$ cat src/rtl/ds_rx_pkg.sv
// Package: shared codes and helpers for the data-strobe receiver.
// Assumes control bits are stored with the first-sent bit in position 0.
package ds_rx_pkg;

    // Control code as {second bit, first bit}.
    typedef enum logic [1:0] {
        CTL_FCT = 2'b00,
        CTL_EEP = 2'b01,
        CTL_EOP = 2'b10,
        CTL_ESC = 2'b11
    } ctl_code_t;

    // Last seven bits of a NULL, oldest bit in the MSB.
    localparam logic [6:0] NULL_TAIL = 7'b1110100;

    // Character lengths in bits, parity and flag included.
    localparam int CTRL_LEN = 4;
    localparam int DATA_LEN = 10;

    // Cycles that make up the disconnect window, rounded up.
    function automatic int disc_limit(input int window_ns, input int clk_ps);
        return (window_ns * 1000 + clk_ps - 1) / clk_ps;
    endfunction

endpackage

$ cat src/rtl/ds_bit_recover.sv
// Module: ds_bit_recover
// Synchronizes the data and strobe lines and emits one bit event each time
// their XOR changes. Also runs the disconnect timer.
// Assumes: SYNC_STAGES >= 2 and bit periods longer than the synchronizer.
module ds_bit_recover #(
    parameter int SYNC_STAGES = 2,
    parameter int DISC_CYC    = 213
) (
    input  logic clk,
    input  logic rst_n,
    input  logic rx_d,
    input  logic rx_s,
    output logic bit_vld,
    output logic bit_val,
    output logic disc_err
);
    localparam int TW = $clog2(DISC_CYC + 1);

    logic [SYNC_STAGES-1:0] d_pipe;
    logic [SYNC_STAGES-1:0] s_pipe;
    logic                   x_prev;
    logic                   armed;
    logic [TW-1:0]          idle_cnt;
    logic                   d_now;
    logic                   s_now;

    // Purpose: bring both lines into the clock domain.
    always_ff @(posedge clk) begin
        if (!rst_n) begin
            d_pipe <= '0;
            s_pipe <= '0;
        end else begin
            d_pipe <= {d_pipe[SYNC_STAGES-2:0], rx_d};
            s_pipe <= {s_pipe[SYNC_STAGES-2:0], rx_s};
        end
    end

    assign d_now   = d_pipe[SYNC_STAGES-1];
    assign s_now   = s_pipe[SYNC_STAGES-1];
    assign bit_vld = (d_now ^ s_now) != x_prev;
    assign bit_val = d_now;

    // Purpose: remember the last XOR level to spot the next bit.
    always_ff @(posedge clk) begin
        if (!rst_n) begin
            x_prev <= 1'b0;
        end else begin
            x_prev <= d_now ^ s_now;
        end
    end

    // Purpose: count idle cycles after the first bit and flag a disconnect.
    always_ff @(posedge clk) begin
        if (!rst_n) begin
            armed    <= 1'b0;
            idle_cnt <= '0;
            disc_err <= 1'b0;
        end else begin
            disc_err <= 1'b0;
            if (bit_vld) begin
                armed    <= 1'b1;
                idle_cnt <= '0;
            end else if (armed) begin
                if (idle_cnt == TW'(DISC_CYC - 1)) begin
                    disc_err <= 1'b1;
                    armed    <= 1'b0;
                    idle_cnt <= '0;
                end else begin
                    idle_cnt <= idle_cnt + 1'b1;
                end
            end
        end
    end

    // a bit in this cycle means no disconnect in the next.
    p_disc_quiet_r10: assert property (@(posedge clk) disable iff (!rst_n)
        bit_vld |=> !disc_err);

    // the disconnect flag is a single-cycle pulse.
    p_disc_pulse_r10: assert property (@(posedge clk) disable iff (!rst_n)
        disc_err |=> !disc_err);

endmodule

$ cat src/rtl/ds_char_frame.sv
// Module: ds_char_frame
// Hunts for a NULL tail, then frames bits into characters and checks parity.
// Assumes bit events are never on consecutive cycles (guaranteed upstream).
module ds_char_frame
    import ds_rx_pkg::*;
(
    input  logic       clk,
    input  logic       rst_n,
    input  logic       bit_vld,
    input  logic       bit_val,
    input  logic       resync,
    output logic       chr_vld,
    output logic       chr_ctrl,
    output logic [7:0] chr_data,
    output logic       align_null,
    output logic       par_err
);
    logic       aligned;
    logic [6:0] hist;
    logic [3:0] cnt;
    logic       par_b;
    logic       flag;
    logic [7:0] payload;
    logic       px_run;
    logic       prev_px;

    logic [2:0] cnt_idx;
    logic [7:0] pay_next;
    logic [6:0] hist_next;
    logic       is_last;
    logic       par_good;
    logic       px_next;

    // Purpose: next-state helpers for the shift, end of character and parity.
    always_comb begin
        cnt_idx           = 3'(cnt - 4'd2);
        pay_next          = payload;
        pay_next[cnt_idx] = bit_val;
        hist_next         = {hist[5:0], bit_val};
        is_last           = (cnt >= 4'd2) &&
                            (flag ? (cnt == 4'(CTRL_LEN - 1))
                                  : (cnt == 4'(DATA_LEN - 1)));
        par_good          = prev_px ^ par_b ^ flag;
        px_next           = px_run ^ bit_val;
    end

    // Purpose: NULL hunt, character assembly and the parity verdict.
    always_ff @(posedge clk) begin
        if (!rst_n) begin
            aligned    <= 1'b0;
            hist       <= '0;
            cnt        <= '0;
            par_b      <= 1'b0;
            flag       <= 1'b0;
            payload    <= '0;
            px_run     <= 1'b0;
            prev_px    <= 1'b0;
            chr_vld    <= 1'b0;
            chr_ctrl   <= 1'b0;
            chr_data   <= '0;
            align_null <= 1'b0;
            par_err    <= 1'b0;
        end else begin
            chr_vld    <= 1'b0;
            align_null <= 1'b0;
            par_err    <= 1'b0;
            if (resync) begin
                aligned <= 1'b0;
                hist    <= '0;
                cnt     <= '0;
            end else if (bit_vld) begin
                if (!aligned) begin
                    hist <= hist_next;
                    if (hist_next == NULL_TAIL) begin
                        aligned    <= 1'b1;
                        align_null <= 1'b1;
                        cnt        <= '0;
                        prev_px    <= 1'b0;
                    end
                end else if (cnt == 4'd0) begin
                    par_b   <= bit_val;
                    payload <= '0;
                    px_run  <= 1'b0;
                    cnt     <= 4'd1;
                end else if (cnt == 4'd1) begin
                    flag <= bit_val;
                    cnt  <= 4'd2;
                end else begin
                    payload <= pay_next;
                    px_run  <= px_next;
                    cnt     <= cnt + 4'd1;
                    if (is_last) begin
                        cnt <= '0;
                        if (par_good) begin
                            chr_vld  <= 1'b1;
                            chr_ctrl <= flag;
                            chr_data <= pay_next;
                            prev_px  <= px_next;
                        end else begin
                            par_err <= 1'b1;
                            aligned <= 1'b0;
                            hist    <= '0;
                        end
                    end
                end
            end
        end
    end

    // a character only completes on a cycle that carried a bit.
    p_chr_on_bit_r3: assert property (@(posedge clk) disable iff (!rst_n)
        chr_vld |-> $past(bit_vld));

    // a parity error is a single-cycle pulse.
    p_par_pulse_r8: assert property (@(posedge clk) disable iff (!rst_n)
        par_err |=> !par_err);

    // a parity error never comes together with a good character.
    p_par_excl_r8: assert property (@(posedge clk) disable iff (!rst_n)
        par_err |-> !chr_vld);

endmodule

$ cat src/rtl/ds_char_decode.sv
// Module: ds_char_decode
// Decodes framed characters, including the escape sequences, into FIFO
// writes, credits, NULL reports, time codes and escape errors.
// Assumes each framed character arrives as one single-cycle strobe.
module ds_char_decode
    import ds_rx_pkg::*;
(
    input  logic       clk,
    input  logic       rst_n,
    input  logic       chr_vld,
    input  logic       chr_ctrl,
    input  logic [7:0] chr_data,
    input  logic       align_null,
    input  logic       drop_esc,
    output logic       fifo_wr,
    output logic [8:0] fifo_wdata,
    output logic       credit,
    output logic       null_seen,
    output logic       tc_valid,
    output logic [7:0] tc_value,
    output logic       esc_err
);
    logic      esc_pending;
    ctl_code_t code;

    assign code = ctl_code_t'(chr_data[1:0]);

    // Purpose: route each character by kind and track a pending ESC.
    always_ff @(posedge clk) begin
        if (!rst_n) begin
            esc_pending <= 1'b0;
            fifo_wr     <= 1'b0;
            fifo_wdata  <= '0;
            credit      <= 1'b0;
            null_seen   <= 1'b0;
            tc_valid    <= 1'b0;
            tc_value    <= '0;
            esc_err     <= 1'b0;
        end else begin
            fifo_wr   <= 1'b0;
            credit    <= 1'b0;
            null_seen <= 1'b0;
            tc_valid  <= 1'b0;
            esc_err   <= 1'b0;
            if (drop_esc) begin
                esc_pending <= 1'b0;
            end else if (align_null) begin
                null_seen   <= 1'b1;
                esc_pending <= 1'b0;
            end else if (chr_vld) begin
                if (!chr_ctrl) begin
                    if (esc_pending) begin
                        tc_valid    <= 1'b1;
                        tc_value    <= chr_data;
                        esc_pending <= 1'b0;
                    end else begin
                        fifo_wr    <= 1'b1;
                        fifo_wdata <= {1'b0, chr_data};
                    end
                end else begin
                    case (code)
                        CTL_FCT: begin
                            if (esc_pending) begin
                                null_seen   <= 1'b1;
                                esc_pending <= 1'b0;
                            end else begin
                                credit <= 1'b1;
                            end
                        end
                        CTL_EOP, CTL_EEP: begin
                            if (esc_pending) begin
                                esc_err     <= 1'b1;
                                esc_pending <= 1'b0;
                            end else begin
                                fifo_wr    <= 1'b1;
                                fifo_wdata <= (code == CTL_EOP) ? 9'h100 : 9'h101;
                            end
                        end
                        default: begin
                            if (esc_pending) begin
                                esc_err     <= 1'b1;
                                esc_pending <= 1'b0;
                            end else begin
                                esc_pending <= 1'b1;
                            end
                        end
                    endcase
                end
            end
        end
    end

    // at most one decoded event per cycle.
    p_one_event_r11: assert property (@(posedge clk) disable iff (!rst_n)
        $onehot0({fifo_wr, credit, null_seen, tc_valid, esc_err}));

    // a credit pulse needs a framed control character just before it.
    p_credit_src_r5: assert property (@(posedge clk) disable iff (!rst_n)
        credit |-> $past(chr_vld && chr_ctrl));

    // a time code needs a framed data character just before it.
    p_tc_src_r7: assert property (@(posedge clk) disable iff (!rst_n)
        tc_valid |-> $past(chr_vld && !chr_ctrl));

endmodule

$ cat src/rtl/ds_link_rx.sv
// Module: ds_link_rx (top)
// Data-strobe link receiver: bit recovery, character framing with parity
// and escape decoding. Each error restarts the NULL hunt.
// Assumes clk runs at least four times the incoming bit rate.
module ds_link_rx
    import ds_rx_pkg::*;
#(
    parameter int CLK_PERIOD_PS = 4000,
    parameter int DISC_NS       = 850,
    parameter int SYNC_STAGES   = 2
) (
    input  logic       clk,
    input  logic       rst_n,
    input  logic       rx_d,
    input  logic       rx_s,
    output logic       fifo_wr,
    output logic [8:0] fifo_wdata,
    output logic       credit,
    output logic       null_seen,
    output logic       tc_valid,
    output logic [7:0] tc_value,
    output logic       err_par,
    output logic       err_esc,
    output logic       err_disc
);
    localparam int DISC_CYC = disc_limit(DISC_NS, CLK_PERIOD_PS);

    logic       bit_vld;
    logic       bit_val;
    logic       chr_vld;
    logic       chr_ctrl;
    logic [7:0] chr_data;
    logic       align_null;
    logic       frame_resync;

    assign frame_resync = err_disc | err_esc;

    ds_bit_recover #(
        .SYNC_STAGES (SYNC_STAGES),
        .DISC_CYC    (DISC_CYC)
    ) i_bits (
        .clk      (clk),
        .rst_n    (rst_n),
        .rx_d     (rx_d),
        .rx_s     (rx_s),
        .bit_vld  (bit_vld),
        .bit_val  (bit_val),
        .disc_err (err_disc)
    );

    ds_char_frame i_frame (
        .clk        (clk),
        .rst_n      (rst_n),
        .bit_vld    (bit_vld),
        .bit_val    (bit_val),
        .resync     (frame_resync),
        .chr_vld    (chr_vld),
        .chr_ctrl   (chr_ctrl),
        .chr_data   (chr_data),
        .align_null (align_null),
        .par_err    (err_par)
    );

    ds_char_decode i_decode (
        .clk        (clk),
        .rst_n      (rst_n),
        .chr_vld    (chr_vld),
        .chr_ctrl   (chr_ctrl),
        .chr_data   (chr_data),
        .align_null (align_null),
        .drop_esc   (err_disc | err_par),
        .fifo_wr    (fifo_wr),
        .fifo_wdata (fifo_wdata),
        .credit     (credit),
        .null_seen  (null_seen),
        .tc_valid   (tc_valid),
        .tc_value   (tc_value),
        .esc_err    (err_esc)
    );

    // a parity error is never reported together with a decoded event.
    p_par_alone_r8: assert property (@(posedge clk) disable iff (!rst_n)
        err_par |-> !(fifo_wr || credit || tc_valid));

endmodule

$ cat config.mk
export PLATFORM = sky130hd
export DESIGN_NAME = ds_link_rx
export DESIGN_NICKNAME = d
export VERILOG_FILES = /design/src/rtl/ds_rx_pkg.sv /design/src/rtl/ds_bit_recover.sv /design/src/rtl/ds_char_frame.sv /design/src/rtl/ds_char_decode.sv /design/src/rtl/ds_link_rx.sv
export SDC_FILE = /design/constraint.sdc
export NUM_CORES = 1
export LEC_CHECK = 0
export ABC_AREA = 1
export BUFFER_PORTS_ARGS = -buffer_cell sky130_fd_sc_hd__buf_4
export CAP_MARGIN = 20
export CORE_ASPECT_RATIO = 1.25
export CORE_MARGIN = 1.5
export CORE_UTILIZATION = 25
export DETAILED_ROUTE_END_ITERATION = 10
export GPL_TIMING_DRIVEN = 0
export HOLD_SLACK_MARGIN = 0.03
export SLEW_MARGIN = 20
export SYNTH_ARGS = -nofsm -noshare
export SYNTH_HDL_FRONTEND = slang
export SYNTH_HIERARCHICAL = 1
export SYNTH_SLANG_ARGS = --single-unit
$ cat constraint.sdc
create_clock -name clk -period 1.9 [get_ports clk]
set_input_delay 0 -clock clk [delete_from_list [all_inputs] [get_ports clk]]
set_output_delay 0 -clock clk [all_outputs]
set_load 0.05 [all_outputs]
# == Word-level counts from Yosys, hierarchy flattened ==
# Cells that the tools add are included.
# totals
regBits,73
out_inout_bits,24
wordCells,147
# classes
n_addsub,3
order_cmp,3
eq_ne,17
n_mux,51
bitwise_logic,19
n_reduce_logical,27
# op_table
op,n
$mux W9,4
$mux W1,32
$mux W6,5
$mux W8,3
$mux W4,5
$reduce_and A5 Y1,3
$ne A2 B2 Y1 const B,7
$reduce_and A7 Y1,2
$not A1 Y1,13
$reduce_or A6 Y1,2
$reduce_or A3 Y1,3
$add A8 B1 Y8 const B,1
$bwmux W8,1
$eq A8 B8 Y1 const B,1
$reduce_and A4 Y1,2
$reduce_or A2 Y1,4
$reduce_or A4 Y1,2
$eq A7 B7 Y1 const B,1
$reduce_or A7 Y1,1
$reduce_and A6 Y1,1
$reduce_or A5 Y1,1
$add A4 B1 Y4 const B,1
$eq A4 B1 Y1 const B,1
$eq A4 B2 Y1 const B,1
17 further kinds,23

# == Logic depth before layout (Yosys ltp) ==
# logic_depth
word_depth,8
mapped_depth,16
depth_no_buf,15

# == Modules after synthesis ==
# Netlist, hierarchy kept.
# by_module_without_submodules
mod,instances,cells_per_inst,area_each_um2,seq_area_each_um2
ds_char_frame,1,265,1854.3,700.7
ds_char_decode,1,131,1002.2,460.4
ds_bit_recover,1,101,725.7,300.3
ds_link_rx,1,5,18.8,0.0

# == Worst setup path before layout ==
# OpenSTA, ideal clock, no wires.
# synth_path
path_type,register to register
from,reg i_bits.d_pipe[1]
to,reg i_frame.payload[2]
arrival_time_ns,1.648
setup_slack_ns,0.124
path_stages_with_launch,17
path_cell_list,dfxtp_1 > inv_1 > nand2_1 > nand3b_1 > nand2_2 > inv_1 > buf_4 > inv_2 > nor2_4 > nand2_1 > clkinv_1 > nand2_1 > inv_2 > nand2_2 > nor2_1 > nor2_1 > nor2_1
# synth_between
elab_chain_len,3
elab_cells_between_ends,6
cone_classes,1 x eq/ne; 3 x mux; 1 x bitwise; 1 x reduce/logical
# synth_rtl
item,line_no,text
"start, declared",ds_bit_recover.sv:19,logic [SYNC_STAGES-1:0] d_pipe;
"start signal, assigned",ds_bit_recover.sv:33,"d_pipe <= {d_pipe[SYNC_STAGES-2:0], rx_d};"
$xor A1 B1 Y1,ds_bit_recover.sv:40,assign bit_vld = (d_now ^ s_now) != x_prev;
$ne A1 B1 Y1,ds_bit_recover.sv:40,
via bit_vld,ds_link_rx.sv:28,logic bit_vld;
$reduce_and A4 Y1 (no line),n/a,
"end signal, assigned",ds_char_frame.sv:89,payload <= pay_next;
"end, declared",ds_char_frame.sv:23,logic [7:0] payload;
# The timed path passes the listed nets, and every way through them passes these cells. The select of a mux whose other input is x is not followed.
# A chain may end at the register's enable or synchronous reset.

# == Final worst setup path ==
# layout_path
from,reg i_frame.cnt[1]
to,reg i_frame.payload[1]
# layout_between
elab_chain_len,8
elab_cells_between_ends,13
cone_classes,1 x add/sub; 2 x order compare; 2 x eq/ne; 5 x mux; 3 x reduce/logical
# layout_rtl
item,line_no,text
"start, declared",ds_char_frame.sv:20,logic [3:0] cnt;
"start signal, assigned",ds_char_frame.sv:91,cnt <= cnt + 4'd1;
$sub A3 B2 Y3,ds_char_frame.sv:36,cnt_idx = 3'(cnt - 4'd2);
$lt A3 B4 Y1 (not written as such) / $ge A3 B1 Y1 (equally long branches),ds_char_frame.sv:38,pay_next[cnt_idx] = bit_val;
$logic_and A1 B1 Y1 (not written as such),ds_char_frame.sv:38,
$mux W1 (not written as such),ds_char_frame.sv:38,
$demux W1 S3,n/a,
$bwmux W8,ds_char_frame.sv:38,
$mux W8,ds_char_frame.sv:85,end else if (cnt == 4'd1) begin
$mux W8,ds_char_frame.sv:80,end else if (cnt == 4'd0) begin
# Parallel ways exist; a longest one is shown, timed or not. The select of a mux whose other input is x is not followed.

==> flow_summary.yaml <==
status:
  status: "finished, final reports clean"
synthesis:
  synthCells: 502
  synth_nets: 514
  synth_warnings: 6
  synthFlopType: "dfxtp_1"
  synth.avg_cell_area_sq_um: 7.17
  async_flop_share_pct: 0
  yosysUniqueCellTypes: 34
  synth_edf_count: 0
  ys_seq_area_share_pct: 40.6
  ys_ff_latch: 73
  synthesis.area_sq_mm: 0.00360
power_and_ir_drop:
  peakVddDrop_uv: 343
  power_density_mw_per_mm2: 715
  power_mw: 3.21
  p_leak_nw: 1.91
floorplan:
  die_width_um: 110
  initial_core_util_pct: 25.8
  fp.coreArea_sq_mm: 0.0139
  die_h_um: 137
  core.rowCount: 48
  num_io_pins: 28
  fp.dieArea_sq_mm: 0.0151
cts:
  ctsLongestPathBuffers: 2
  cts_tree: "done"
  clkTransAtPathRegs_ns: 0.06
  numCtsBuffers: 9
  clk_latency_ns: 0.33
  clock_sinks: 73
  cts.root.buffer_cell: "clkbuf_16"
  htree_levels: 3
critical_path:
  startpoint_type: "flop"
  endpoint: "i_frame/payload[1]$_SDFFE_PN0P_"
  required_ns: 2.10
  reg2reg_slack_ns: 0.12
  cpMaxStageDelayCell: "dfxtp_1"
  crit_buf_inv: 3
  critical-path-max-stage-delay_ns: 0.31
  arrival_ns: 1.99
  crit_family: "simple AND/OR/NAND/NOR gates"
  crit_chain: "buf_4, inv_2, ha_2, nor3b_4, nand2_1, nand2_4, inv_8, nand2_8, nor2_1, nor2_1, nor2_1"
  r2r-start: "i_frame/cnt[1]$_SDFFE_PP0P_"
  path_class: "flop to flop"
  r2r-end: "i_frame/payload[1]$_SDFFE_PN0P_"
  cp-end-kind: "flop"
  cp.depth: 11
  cp-startpoint: "i_frame/cnt[1]$_SDFFE_PP0P_"
  worst-r2r-cell-count: 11
  cp_common_cell: "nor2_1"
  path_max_fanout: 8
layout:
  seqCellArea_sq_mm: 0.00147
  nNetsFinal: 566
  diodes: 0
  multiInputGateArea_sq_mm: 0.00188
  num-fill-cells: 1531
  finish.utilization_pct: 32.2
  post_route_cells_drive_above_1_share_pct: 21.3
  synthToLayoutAreaGrowth_pct: 24.4
sta:
  post-route-period-util_pct: 93.9
  finalClockSkew_ns: 0.00726
  slew_violations: 0
  tns_ns: 0
  period_needed_ns: 1.78
  fmax_mhz: 560
  setup_viol: 0
  holdWs_ns: 0.395
  max_slew_margin_pct: 69.5
  tightestPinTransition_ns: 0.458
  hold_viol: 0
placed_design:
  port_buffers: 27
  place_congestion: 0.824
  dp_hpwl_mm: 5.53
grt:
  antenna_found_initial: 0
  grt_max_degree: 13
  grt_overflow: 0
  grt.total_usage_pct: 10.8
  grt_pass1_vias: 2830
  grt_first_pass_wirelength_mm: 12.7
routing:
  met2_length_mm: 3.68
  first_pass_iters: 4
  wl_per_cell_um: 10.2
  wl_mm: 7.49
  drc: 0
  vias: 3144
  wl_met1_mm: 3.43
  detail-route-antenna-nets: 0
  met3_length_um: 297
  viasPerCell: 4.28
  drt_first_iter_violations: 165
  top_layer: "met4"
worst_hold_path:
  hold_path_class: "primary input to flop"
job:
  maxCapViolCount: 0
-- cell families (layout without fill, tap and decap cells) --
family / count (synthesis) / count (layout) / synth area share [%]
adders and majority gates: 8 / 8 / 2.78
DFF: 73 / 73 / 40.6
buffers and inverters: 72 / 129 / 8.51
AOI/OAI and AO/OA: 48 / 48 / 7.02
xor gates and xnor gates: 4 / 4 / 0.973
and+or+nand+nor: 297 / 297 / 40.1
-- cells in the final DEF (no fill, tap or decap), types with 5 or more instances in the layout --
| cell type | n |
|---|---|
| buf_4 | 39 |
| clkbuf_1 | 8 |
| nor2_2 | 22 |
| nand2_1 | 108 |
| o21ai_0 | 14 |
| nand3_1 | 70 |
| inv_1 | 48 |
| nand4_1 | 5 |
| nor2_1 | 62 |
| a21oi_1 | 29 |
| dfxtp_1 | 70 |
| ha_1 | 7 |
| inv_2 | 7 |
| clkbuf_16 | 9 |
-- metal layers --
layer | track usage, % | vias up
met1 | 12.7 | 1377
met4 | 5.20 | 0
li1 | - | 1712
met5 | 0 | -
met2 | 17.8 | 50
met3 | 2.98 | 5
-- cell usage after synthesis (2+ instances only) --
library cell	n	area, sq um
nand2_1	111	417
dfxtp_1	73	1460
nand3_1	70	350
nor2_1	62	233
inv_1	50	188
a21oi_1	29	145
nor2_2	23	144
o21ai_0	14	70.1
ha_1	8	100
clkbuf_1	6	22.5
inv_2	6	22.5
nand4_1	5	31.3
nor3_1	4	20.0
xor2_1	4	35.0
buf_4	3	22.5
nand2_2	3	18.8
nand3_2	3	30.0
nor2_4	3	33.8
nor2_8	3	60.1
nor4_1	3	18.8
buf_2	2	10.0
buf_6	2	22.5
clkinv_1	2	7.51
nand2_4	2	22.5
o21bai_1	2	15.0
-- repair_timing --
action | CTS | global route
setup buffers | 1 | 10
endpoints found under the hold margin | 4 | 0
endpoints found under the setup margin | 18 | 18
resized for setup | 7 | 16
pin swaps | 1 | 3
hold buffers | 3 | 0
-- tightest hold or removal path: stages --
cell and delay (ns):
dlygate4sd3_1 0.52, buf_4 0.09, nand2_1 0.04, inv_1 0.04
-- registers in the layout, summed over array words and instances, names as in the netlist, 2 cells and up --
register,flops
i_frame/payload,8
i_bits/d_pipe,2
i_decode/fifo_wdata,9
i_bits/idle_cnt,8
i_decode/tc_value,8
i_frame/hist,6
i_frame/chr_data,8
i_bits/s_pipe,2
i_frame/cnt,4
-- cell type report --
| class | instances | share of cell area [%] |
|---|---|---|
| plain buffers | 13 | 1.82 |
| clock buffers | 11 | 5.19 |
| clock inverters | 5 | 0.726 |
| inverters | 59 | 5.33 |
| multi-input cells | 357 | 42.0 |
| flip-flops and latches | 73 | 32.8 |
| well taps | 175 | 4.89 |
| repair buffers | 41 | 7.32 |
-- worst min path at each step --
| stage | slack [ns] | to | startpoint | cells past startpoint |
|---|---|---|---|---|
| after floorplan | 0.1 | i_bits/d_pipe[0]$_SDFF_PN0_ | rx_d | 2 |
| after detailed placement | 0.19 | i_bits/s_pipe[0]$_SDFF_PN0_ | rx_s | 3 |
| after global routing | 0.41 | i_bits/d_pipe[1]$_SDFF_PN0_ | i_bits/d_pipe[0]$_SDFF_PN0_ | 2 |
| after CTS | 0.38 | i_bits/s_pipe[0]$_SDFF_PN0_ | rx_s | 4 |
| final | 0.39 | i_bits/s_pipe[0]$_SDFF_PN0_ | rx_s | 4 |
| after global placement | 0.19 | i_bits/s_pipe[0]$_SDFF_PN0_ | rx_s | 3 |
-- metrics by stage --
stage | worst slack (ns) | area (sq um) | std cells
floorplan | 0.124 | 3600 | 502
global placement | -0.249 | 4020 | 704
detailed placement | -0.257 | 4020 | 704
CTS | 0.0169 | 4350 | 724
global route | -0.0205 | 4480 | 734
finish | 0.116 | 4480 | 734
-- report_power, final --
part	internal, mW	switching [mW]
clock network	0.879	0.633
registers	1.54	0.00751
logic	0.0561	0.0889
total	2.48	0.730
Power figures use the tool's default switching activity.
